[config.mk]
export PLATFORM = sky130hd
export DESIGN_NAME = regstream_exec
export DESIGN_NICKNAME = d
export VERILOG_FILES = /design/src/rtl/rse_pkg.sv /design/src/rtl/rse_cfg.sv /design/src/rtl/rse_usec_timer.sv /design/src/rtl/regstream_exec.sv
export SDC_FILE = /design/constraint.sdc
export NUM_CORES = 1
export LEC_CHECK = 0
export ABC_AREA = 1
export ABC_CLOCK_PERIOD_IN_PS = 5900
export CORE_AREA = 8 8 151 153
export CTS_BUF_LIST = sky130_fd_sc_hd__clkbuf_4 sky130_fd_sc_hd__clkbuf_8
export CTS_CLUSTER_SIZE = 30
export DETAILED_ROUTE_END_ITERATION = 8
export DIE_AREA = 0 0 159 161
export PLACE_DENSITY = 0.81
export SYNTH_ARGS = -nofsm -noshare
export SYNTH_HDL_FRONTEND = slang
export SYNTH_HIERARCHICAL = 1
export SYNTH_SLANG_ARGS = --single-unit
[constraint.sdc]
create_clock -name clk -period 5.9 [get_ports clk]
set_input_delay 0.59 -clock clk [delete_from_list [all_inputs] [get_ports clk]]
set_output_delay 0.59 -clock clk [all_outputs]
set_load 0.03 [all_outputs]
[src/rtl/rse_pkg.sv]
package rse_pkg;
  typedef enum logic [2:0] {
    ST_IDLE, ST_REQ, ST_INST, ST_DREQ, ST_DLO, ST_DHI, ST_WAIT
  } rse_state_e;

  localparam logic [7:0] OP_NOP  = 8'h00;
  localparam logic [7:0] OP_WR   = 8'h01;
  localparam logic [7:0] OP_WAIT = 8'h02;
  localparam logic [7:0] OP_IDX  = 8'h09;

  localparam logic [1:0] SEL_CTRL = 2'd0;
  localparam logic [1:0] SEL_HEAD = 2'd1;
  localparam logic [1:0] SEL_TAIL = 2'd2;
endpackage

[src/rtl/rse_cfg.sv]
module rse_cfg
  import rse_pkg::*;
#(
  parameter int ADDR_W = 16
) (
  input  logic              clk,
  input  logic              rst_n,
  input  logic              cfg_we,
  input  logic [1:0]        cfg_sel,
  input  logic [31:0]       cfg_wdata,
  input  logic              busy,
  output logic              start,
  output logic              abort,
  output logic              clr_err,
  output logic [ADDR_W-7:0] head_line,
  output logic [ADDR_W-7:0] tail_line
);
  localparam int LINE_W = ADDR_W - 6;

  logic              en_q, en_d;
  logic [LINE_W-1:0] head_q, head_d, tail_q, tail_d;
  logic              wr_ctrl, wr_head, wr_tail;
  logic              unused_cfg;

  assign unused_cfg = ^{cfg_wdata[31:ADDR_W], cfg_wdata[5:2]};

  assign wr_ctrl = cfg_we && (cfg_sel == SEL_CTRL);
  assign wr_head = cfg_we && (cfg_sel == SEL_HEAD);
  assign wr_tail = cfg_we && (cfg_sel == SEL_TAIL);

  always_comb begin
    en_d   = en_q;
    head_d = head_q;
    tail_d = tail_q;
    if (wr_ctrl)          en_d   = cfg_wdata[0];
    if (wr_head)          head_d = cfg_wdata[ADDR_W-1:6];
    if (wr_tail && !busy) tail_d = cfg_wdata[ADDR_W-1:6];
  end

  assign start   = wr_tail && en_q && !busy;
  assign abort   = wr_ctrl && (!cfg_wdata[0] || cfg_wdata[1]);
  assign clr_err = wr_ctrl && (cfg_wdata[1:0] == 2'b00);

  always_ff @(posedge clk or negedge rst_n) begin
    if (!rst_n) begin
      en_q   <= 1'b0;
      head_q <= '0;
      tail_q <= '0;
    end else begin
      en_q   <= en_d;
      head_q <= head_d;
      tail_q <= tail_d;
    end
  end

  assign head_line = head_q;
  assign tail_line = tail_q;
endmodule

[src/rtl/rse_usec_timer.sv]
module rse_usec_timer #(
  parameter int CLK_MHZ = 100
) (
  input  logic        clk,
  input  logic        rst_n,
  input  logic        load,
  input  logic [31:0] load_val,
  input  logic        abort,
  output logic        idle
);
  localparam int PRE_W = (CLK_MHZ > 1) ? $clog2(CLK_MHZ) : 1;
  localparam logic [PRE_W-1:0] PRE_MAX = PRE_W'(CLK_MHZ - 1);

  logic [31:0]      rem_q, rem_d;
  logic [PRE_W-1:0] pre_q, pre_d;

  always_comb begin
    rem_d = rem_q;
    pre_d = pre_q;
    if (abort) begin
      rem_d = '0;
    end else if (load) begin
      rem_d = load_val;
      pre_d = PRE_MAX;
    end else if (rem_q != '0) begin
      if (pre_q == '0) begin
        pre_d = PRE_MAX;
        rem_d = rem_q - 32'd1;
      end else begin
        pre_d = pre_q - PRE_W'(1);
      end
    end
  end

  always_ff @(posedge clk or negedge rst_n) begin
    if (!rst_n) begin
      rem_q <= '0;
      pre_q <= '0;
    end else begin
      rem_q <= rem_d;
      pre_q <= pre_d;
    end
  end

  assign idle = (rem_q == '0);

  // remaining time never grows except on a new load
  a_r6_countdown: assert property (@(posedge clk) disable iff (!rst_n)
    (!load && !abort && rem_q != '0) |=> (rem_q <= $past(rem_q)));
endmodule

[src/rtl/regstream_exec.sv]
module regstream_exec
  import rse_pkg::*;
#(
  parameter int ADDR_W  = 16,
  parameter int CLK_MHZ = 100
) (
  input  logic              clk,
  input  logic              rst_n,
  input  logic              cfg_we,
  input  logic [1:0]        cfg_sel,
  input  logic [31:0]       cfg_wdata,
  output logic              busy,
  output logic              err,
  output logic [ADDR_W-1:0] cur_head,
  output logic              mem_rd,
  output logic [ADDR_W-4:0] mem_addr,
  input  logic [63:0]       mem_rdata,
  output logic              reg_wr,
  output logic [19:0]       reg_addr,
  output logic [3:0]        reg_be,
  output logic [31:0]       reg_wdata
);
  localparam int QW     = ADDR_W - 3;
  localparam int LINE_W = ADDR_W - 6;

  logic [1:0] rsync_q;
  logic       rst_core_n;

  always_ff @(posedge clk or negedge rst_n) begin
    if (!rst_n) rsync_q <= 2'b00;
    else        rsync_q <= {rsync_q[0], 1'b1};
  end
  assign rst_core_n = rsync_q[1];

  logic              start, abort, clr_err, tmr_load, tmr_idle;
  logic [LINE_W-1:0] head_line, tail_line;

  rse_cfg #(.ADDR_W(ADDR_W)) u_cfg (
    .clk(clk), .rst_n(rst_core_n), .cfg_we(cfg_we), .cfg_sel(cfg_sel),
    .cfg_wdata(cfg_wdata), .busy(busy), .start(start), .abort(abort),
    .clr_err(clr_err), .head_line(head_line), .tail_line(tail_line)
  );

  rse_usec_timer #(.CLK_MHZ(CLK_MHZ)) u_tmr (
    .clk(clk), .rst_n(rst_core_n), .load(tmr_load),
    .load_val(mem_rdata[31:0]), .abort(abort), .idle(tmr_idle)
  );

  rse_state_e  state_q, state_d;
  logic [QW-1:0] ptr_q, ptr_d, cur_q, cur_d;
  logic [31:0]   cnt_q, cnt_d, hi_q, hi_d;
  logic [19:0]   radr_q, radr_d;
  logic          err_q, err_d;

  logic [7:0]  op;
  logic [3:0]  be;
  logic [19:0] off;
  logic [31:0] lo;
  logic        at_tail;

  assign op      = mem_rdata[63:56];
  assign be      = mem_rdata[55:52];
  assign off     = mem_rdata[51:32];
  assign lo      = mem_rdata[31:0];
  assign at_tail = (ptr_q == {tail_line, 3'b000});

  always_comb begin
    state_d  = state_q;
    ptr_d    = ptr_q;
    cur_d    = cur_q;
    cnt_d    = cnt_q;
    hi_d     = hi_q;
    radr_d   = radr_q;
    err_d    = err_q;
    tmr_load = 1'b0;
    unique case (state_q)
      ST_IDLE: if (start) begin
        ptr_d   = {head_line, 3'b000};
        state_d = ST_REQ;
      end
      ST_REQ: state_d = at_tail ? ST_IDLE : ST_INST;
      ST_INST: begin
        cur_d   = ptr_q;
        ptr_d   = ptr_q + QW'(1);
        state_d = ST_REQ;
        case (op)
          OP_NOP, OP_WR: ;
          OP_IDX: if (lo != '0) begin
            cnt_d   = lo;
            radr_d  = off;
            state_d = ST_DREQ;
          end
          OP_WAIT: if (lo != '0) begin
            tmr_load = 1'b1;
            state_d  = ST_WAIT;
          end
          default: err_d = 1'b1;
        endcase
      end
      ST_DREQ: state_d = ST_DLO;
      ST_DLO: begin
        hi_d    = mem_rdata[63:32];
        ptr_d   = ptr_q + QW'(1);
        cnt_d   = cnt_q - 32'd1;
        state_d = (cnt_q == 32'd1) ? ST_REQ : ST_DHI;
      end
      ST_DHI: begin
        cnt_d   = cnt_q - 32'd1;
        state_d = (cnt_q == 32'd1) ? ST_REQ : ST_DREQ;
      end
      ST_WAIT: if (tmr_idle) state_d = ST_REQ;
      default: state_d = ST_IDLE;
    endcase
    if (abort)   state_d = ST_IDLE;
    if (clr_err) err_d   = 1'b0;
  end

  always_ff @(posedge clk or negedge rst_core_n) begin
    if (!rst_core_n) begin
      state_q <= ST_IDLE;
      ptr_q   <= '0;
      cur_q   <= '0;
      cnt_q   <= '0;
      hi_q    <= '0;
      radr_q  <= '0;
      err_q   <= 1'b0;
    end else begin
      state_q <= state_d;
      ptr_q   <= ptr_d;
      cur_q   <= cur_d;
      cnt_q   <= cnt_d;
      hi_q    <= hi_d;
      radr_q  <= radr_d;
      err_q   <= err_d;
    end
  end

  always_comb begin
    reg_wr    = 1'b0;
    reg_addr  = '0;
    reg_be    = '0;
    reg_wdata = '0;
    if (state_q == ST_INST && op == OP_WR) begin
      reg_wr = 1'b1; reg_addr = off; reg_be = be; reg_wdata = lo;
    end else if (state_q == ST_DLO) begin
      reg_wr = 1'b1; reg_addr = radr_q; reg_be = 4'hF; reg_wdata = lo;
    end else if (state_q == ST_DHI) begin
      reg_wr = 1'b1; reg_addr = radr_q; reg_be = 4'hF; reg_wdata = hi_q;
    end
  end

  assign busy     = (state_q != ST_IDLE);
  assign err      = err_q;
  assign cur_head = {cur_q, 3'b000};
  assign mem_rd   = (state_q == ST_REQ && !at_tail) || (state_q == ST_DREQ);
  assign mem_addr = ptr_q;

  // an accepted start makes the engine busy in the next cycle
  a_r2_start_busy: assert property (@(posedge clk) disable iff (!rst_core_n)
    start |=> busy);
  // abort leaves the engine idle with a quiet bus
  a_r9_abort_idle: assert property (@(posedge clk) disable iff (!rst_core_n)
    abort |=> (!busy && !reg_wr));
  // a run ends only at the end address or by abort
  a_r8_stop_at_tail: assert property (@(posedge clk) disable iff (!rst_core_n)
    $fell(busy) |-> ($past(abort) || $past(at_tail)));
  // the error flag holds until cleared
  a_r7_err_sticky: assert property (@(posedge clk) disable iff (!rst_core_n)
    (err && !clr_err) |=> err);
  // end address frozen while running
  a_r10_tail_frozen: assert property (@(posedge clk) disable iff (!rst_core_n)
    busy |=> $stable(tail_line));
endmodule

======== After elaboration in Yosys (flattened, before gate mapping) ========
Index checks and enable logic that the tools add are counted.
storage, ports and cells
  flip-flop bits (word level) ............. 176
  input port bits ......................... 101
  output and inout port bits .............. 89
  logic and storage cells ................. 117
cells by class
  add/subtract/negate cells ............... 4
  equality and inequality tests ........... 19
  muxes and demuxes ....................... 40
  bitwise operators ....................... 1
  reduce and logical (&&, ||, !) cells .... 40
operators by type and width
  cell                                                  count
  two-way mux 32 bit                                    9
  case mux 32 bit (2 select lines)                      1
  nonzero test 32 bit                                   2
  subtractor 32 x 1 -> 32 bit, second input constant    2
  two-way mux 20 bit                                    3
  equality test 32 x 1 -> 1 bit, second input constant  1
  logical NOT 32 bit                                    1
  case mux 13 bit (2 select lines)                      1
  two-way mux 7 bit                                     3
  case mux 3 bit (7 select lines)                       1
  two-way mux 3 bit                                     5
  adder 13 x 1 -> 13 bit, second input constant         1
  equality test 13 bit                                  1
  two-way mux 13 bit                                    1
  two-way mux 4 bit                                     3
  logical AND 1 bit                                     10
  AND reduction 2 bit                                   5
  equality test 3 bit, second input constant            3
  two-way mux 1 bit                                     9
  nonzero test 3 bit                                    3
  equality test 8 x 1 -> 1 bit, second input constant   1
  equality test 8 x 2 -> 1 bit, second input constant   1
  equality test 8 x 4 -> 1 bit, second input constant   1
  logical NOT 8 bit                                     1
  other kinds (20)                                      35

======== Depth between registers and ports, before layout ========
  word-level depth ........................ 7
  gate-level depth with buffers ........... 15
  gate-level depth less buffers ........... 14

======== Modules after synthesis ========
Netlist, hierarchy kept.
modules (own cells, without submodules)
  module          instances  cells an instance  area an instance (µm²)
  regstream_exec  1          1,021              7,170.6
  rse_usec_timer  1          469                2,924.1
  rse_cfg         1          102                892.1

======== Worst setup path after synthesis ========
Ideal clock, no wire load.
  path type ............................... input to output
  from .................................... input mem_rdata[63]
  to ...................................... output reg_wdata[0]
  arrival time ............................ 1,866 ps
  required time ........................... 5,310 ps
  path slack .............................. 3,444 ps
  stages .................................. 6
  path through ............................ nor2_1 > nand2_1 > inv_2 > nand3_1 > o21a_2 > o21ai_0
between the ends
  word-level cells in the longest chain between the ends .. 3
RTL lines
  what                          line                   source
  start: declaration            regstream_exec.sv:17   input logic [63:0] mem_rdata,
  equality test 8 x 1 -> 1 bit  regstream_exec.sv:143  if (state_q == ST_INST && op == OP_WR) begin
  logical AND 1 bit             regstream_exec.sv:143
  two-way mux 32 bit            regstream_exec.sv:143
  end: declaration              regstream_exec.sv:21   output logic [31:0] reg_wdata
No other way between the ends.

======== Final worst setup path ========
  from .................................... register state_q[1]
  to ...................................... output reg_addr[2]
between the ends
  word-level cells in the longest chain between the ends .. 4
  elaborated cells on any way between the ends .. 7
  classes of those cells .................. 3 x eq/ne; 3 x mux; 1 x reduce/logical
RTL lines
  what                      line                   source
  start: declaration        regstream_exec.sv:49   rse_state_e state_q, state_d;
  start signal: assignment  regstream_exec.sv:128  state_q <= state_d;
  equality test 3 bit       regstream_exec.sv:147  end else if (state_q == ST_DHI) begin
  two-way mux 20 bit        regstream_exec.sv:147
  two-way mux 20 bit        regstream_exec.sv:145  end else if (state_q == ST_DLO) begin
  two-way mux 20 bit *      regstream_exec.sv:143
  end: declaration          regstream_exec.sv:19   output logic [19:0] reg_addr,
Mark *: on every way between the ends. The rest lies on a longest branch, timed or not.

==> metrics.yaml <==
status:
  outcome: "finished, final reports clean"
route:
  first_iter_violations: 1040
  firstDrtPassIters: 5
  via_count: 11000
  routed_wl_mm: 34.5
  ant_nets: 0
  drc: 0
  post_drt_wl_per_cell_um: 17.1
  viasPerCell: 5.43
worst_setup_path:
  crit_slowest_cell: "clkdlybuf4s50_1"
  r2r-start: "state_q[1]"
  crit_family: "buffers and inverters"
  endpoint_kind: "primary output"
  cp.arrival_ps: 3500
  critPathMaxFanout: 30
  ff2ff_setup_slack_ps: 2640
  path_cells: "nand3_4 > inv_4 > nand4_2 > o21ai_0 > clkdlybuf4s50_1"
  slowest_delay_ps: 730
  cp_data_required_time_ps: 5310
  r2r-end: "u_tmr/rem_q[15]"
  path_class: "flop to primary output"
  cp.buffers_inverters: 2
  reg2regPathDepth: 10
  worstSetupStartpointType: "flop"
timing:
  rsz0062_at_grt: "false"
  tns_ps: 0
  relSlewSlack_pct: 29.6
  clock_skew_ps: 22.8
  hold_viol_final: 0
  finalCritPeriodShare_pct: 69.3
  drv_slew: 0
  min_period_ps: 4090
  setup_viol: 0
  fmax_mhz: 245
  worstMarginPinSlew_ps: 1060
synthesis:
  synth_compound_area_share_pct: 13.6
  synth-warning-count: 6
  synthSimpleGateAreaFrac_pct: 33.5
  synth_largest_area_cell: "dfrtp_1"
  synth_xor_xnor_area_share_pct: 1.20
  ys_types: 48
  synth_area_per_cell_um2: 6.90
  synth_top_family_by_area: "simple AND/OR/NAND/NOR gates"
  synth_top_area_share_pct: 40.1
  synth_seq_cells: 176
  synth_seq_area_share_pct: 40.1
  syn_inst: 1592
  synthMuxAreaShare_pct: 0.695
  synth_area_leaders: "dfrtp_1 40%, nand2_1 17%, nor2_1 7.0%"
  synth_flop_cell: "dfrtp_1"
  yosys.area_share.adder_pct: 0.797
  synth_area_um2: 11000
  synth_edf_count: 0
  netlist_top_cells_count: "499 x nand2_1, 204 x nor2_1, 176 x dfrtp_1"
  synth_most_common_cell: "nand2_1"
  synth_async_sr_flop_share_pct: 100
pwr:
  power.leakage_uw: 0.00632
  powerDensity_nw_per_um2: 522
  seqPwrFrac_pct: 30.9
  clock_power_share_pct: 13.1
  power_frac_comb_pct: 56.0
  max-vdd-ir-drop_v: 0.000279
  internal_power_uw: 3340
  p_sw_uw: 3510
  power.total_uw: 6850
  p_sw_share_pct: 51.2
global_route:
  grt_usage_pct: 26.8
  grt_pass1_wl_mm: 55.0
  grt_util_met2_pct: 41.5
  grt-busiest-layer: "met2"
  gr-total-overflow: 0
  use_met1_pct: 34.7
  grt_pass1_vias: 10500
  grt_max_degree: 79
  antenna_found_initial: 2
  use_met3_pct: 7.25
job:
  drv_cap: 0
clock_tree:
  clk_path_buf_depth: 2
  post_cts_buffers: 0
  clock_sinks: 176
  numCtsBuffers: 17
  clock_latency_ps: 490
  h-tree-depth: 4
  post_cts_resized: 0
  cts_tree: "yes"
  path_clk_slew_ps: 120
  ctsHoldBuffers: 0
  root_buffer: "clkbuf_8"
placed_design:
  gp_congestion: 0.974
  dpl.hpwl_mm: 25.6
  io_buffers: 166
worst_hold_path:
  min_path_type: "input pin to asynchronous set/reset pin"
finish:
  fin_nets: 1837
  drive_above_1_share_pct: 7.00
  syn_to_final_growth_pct: 19.3
die:
  die_x_um: 159
  dieArea_um2: 25600
  rows: 53
  core_um2: 20600
  die_h_um: 161
  io_pins: 190
  start_util_pct: 53.4
[sequential cells by signal (all words and copies together), names as in the netlist]
name and count:
state_q 3, u_cfg/tail_line 10, err 1, hi_q 32
u_tmr/pre_q 7, u_cfg/en_q 1, rsync_q 2, cur_q 13
mem_addr 13, cnt_q 32, u_tmr/rem_q 32, u_cfg/head_line 10
radr_q 20
[through the flow]
step / worst slack (ps) / hold slack [ps] / utilization, % / instances / area [um^2]
final: 1810 / 242 / 63.8 / 2018 / 13100
after global routing: 1530 / 238 / 63.8 / 2018 / 13100
after CTS: 1750 / 223 / 63.7 / 2017 / 13100
after detailed placement: 1840 / 347 / 61.7 / 1985 / 12700
after global placement: 1890 / 341 / 61.7 / 1985 / 12700
after floorplan: 633 / 294 / - / 1594 / 11000
[cells by family (layout without fill, tap and decap cells)]
group / Yosys count / count (layout)
AO/OA/AOI/OAI: 272 / 272
XOR/XNOR: 15 / 15
adder cells (fa/ha/maj): 7 / 7
buffers and inverters: 247 / 395
flip-flops: 176 / 176
multiplexers: 7 / 7
other: 2 / 5
AND/OR/NAND/NOR: 866 / 866
[power groups by stage]
stage / Sequential [uW] / Clock, uW / Combinational, uW
finish: 2120 / 896 / 3830
global route: 2180 / 954 / 4310
CTS: 2100 / 909 / 3810
detailed placement: 2120 / 0 / 3780
global placement: 2110 / 0 / 3690
floorplan: 2150 / 0 / 2690
[worst reg2reg max path: stages (launching register included)]
cell	delay, ps
dfrtp_1	680
nand3_4	390
nor2_1	200
buf_4	320
inv_1	80
buf_4	290
nand2_1	270
nand3_2	390
inv_2	360
nand2_1	100
o21ai_1	90
[layout by cell type, fill, tap and decap left out, types with 3 or more instances in the layout]
| master | n |
|---|---|
| nand2_1 | 499 |
| nor2_1 | 204 |
| inv_1 | 175 |
| dfrtp_1 | 175 |
| clkdlybuf4s50_1 | 166 |
| o21ai_0 | 150 |
| nand3_1 | 87 |
| o21ai_1 | 63 |
| a21oi_1 | 26 |
| nand4_1 | 22 |
| clkbuf_8 | 17 |
| inv_2 | 12 |
| o21ai_2 | 11 |
| nor2_2 | 9 |
| xor2_1 | 9 |
| nand2_2 | 8 |
| nor2_4 | 8 |
| ha_1 | 7 |
| buf_4 | 7 |
| nor3_1 | 6 |
| xnor2_1 | 6 |
| or2_2 | 5 |
| o21bai_1 | 5 |
| mux2_2 | 5 |
| clkinv_8 | 5 |
| inv_6 | 5 |
| nand2_4 | 4 |
| conb_1 | 4 |
| inv_4 | 3 |
| nand4_2 | 3 |
| o2111ai_1 | 3 |
| o211ai_1 | 3 |
| nand3b_1 | 3 |
[layer usage]
layer  wire [um]  vias up
met5          10        -
met2       15500      460
met4        1130        2
met3        3360       62
met1       14500     5117
li1            -     5310
[worst max path at each step]
| stage | from | endpoint | slack [ps] | cells past startpoint |
|---|---|---|---|---|
| floorplan | rsync_q[1] | cnt_q[0] | 630 | 0 |
| global placement | mem_rdata[13] | u_tmr/rem_q[12] | 1890 | 17 |
| detailed placement | mem_rdata[13] | u_tmr/rem_q[13] | 1840 | 17 |
| CTS | state_q[1] | reg_addr[10] | 1750 | 5 |
| global route | state_q[1] | reg_addr[2] | 1530 | 5 |
| finish | state_q[1] | reg_addr[2] | 1810 | 5 |
[cell type report]
| type | count | area, um^2 |
|---|---|---|
| fill | 1862 | 7450 |
| multi-input combinational | 1171 | 5490 |
| sequential | 176 | 4410 |
| timing repair buffer | 173 | 1710 |
| inverter | 190 | 721 |
| tap | 275 | 344 |
| clock buffer | 17 | 234 |
| clock inverter | 15 | 190 |
| antenna | 1 | 2.50 |
Note: power is estimated with default switching activity, not from simulation.
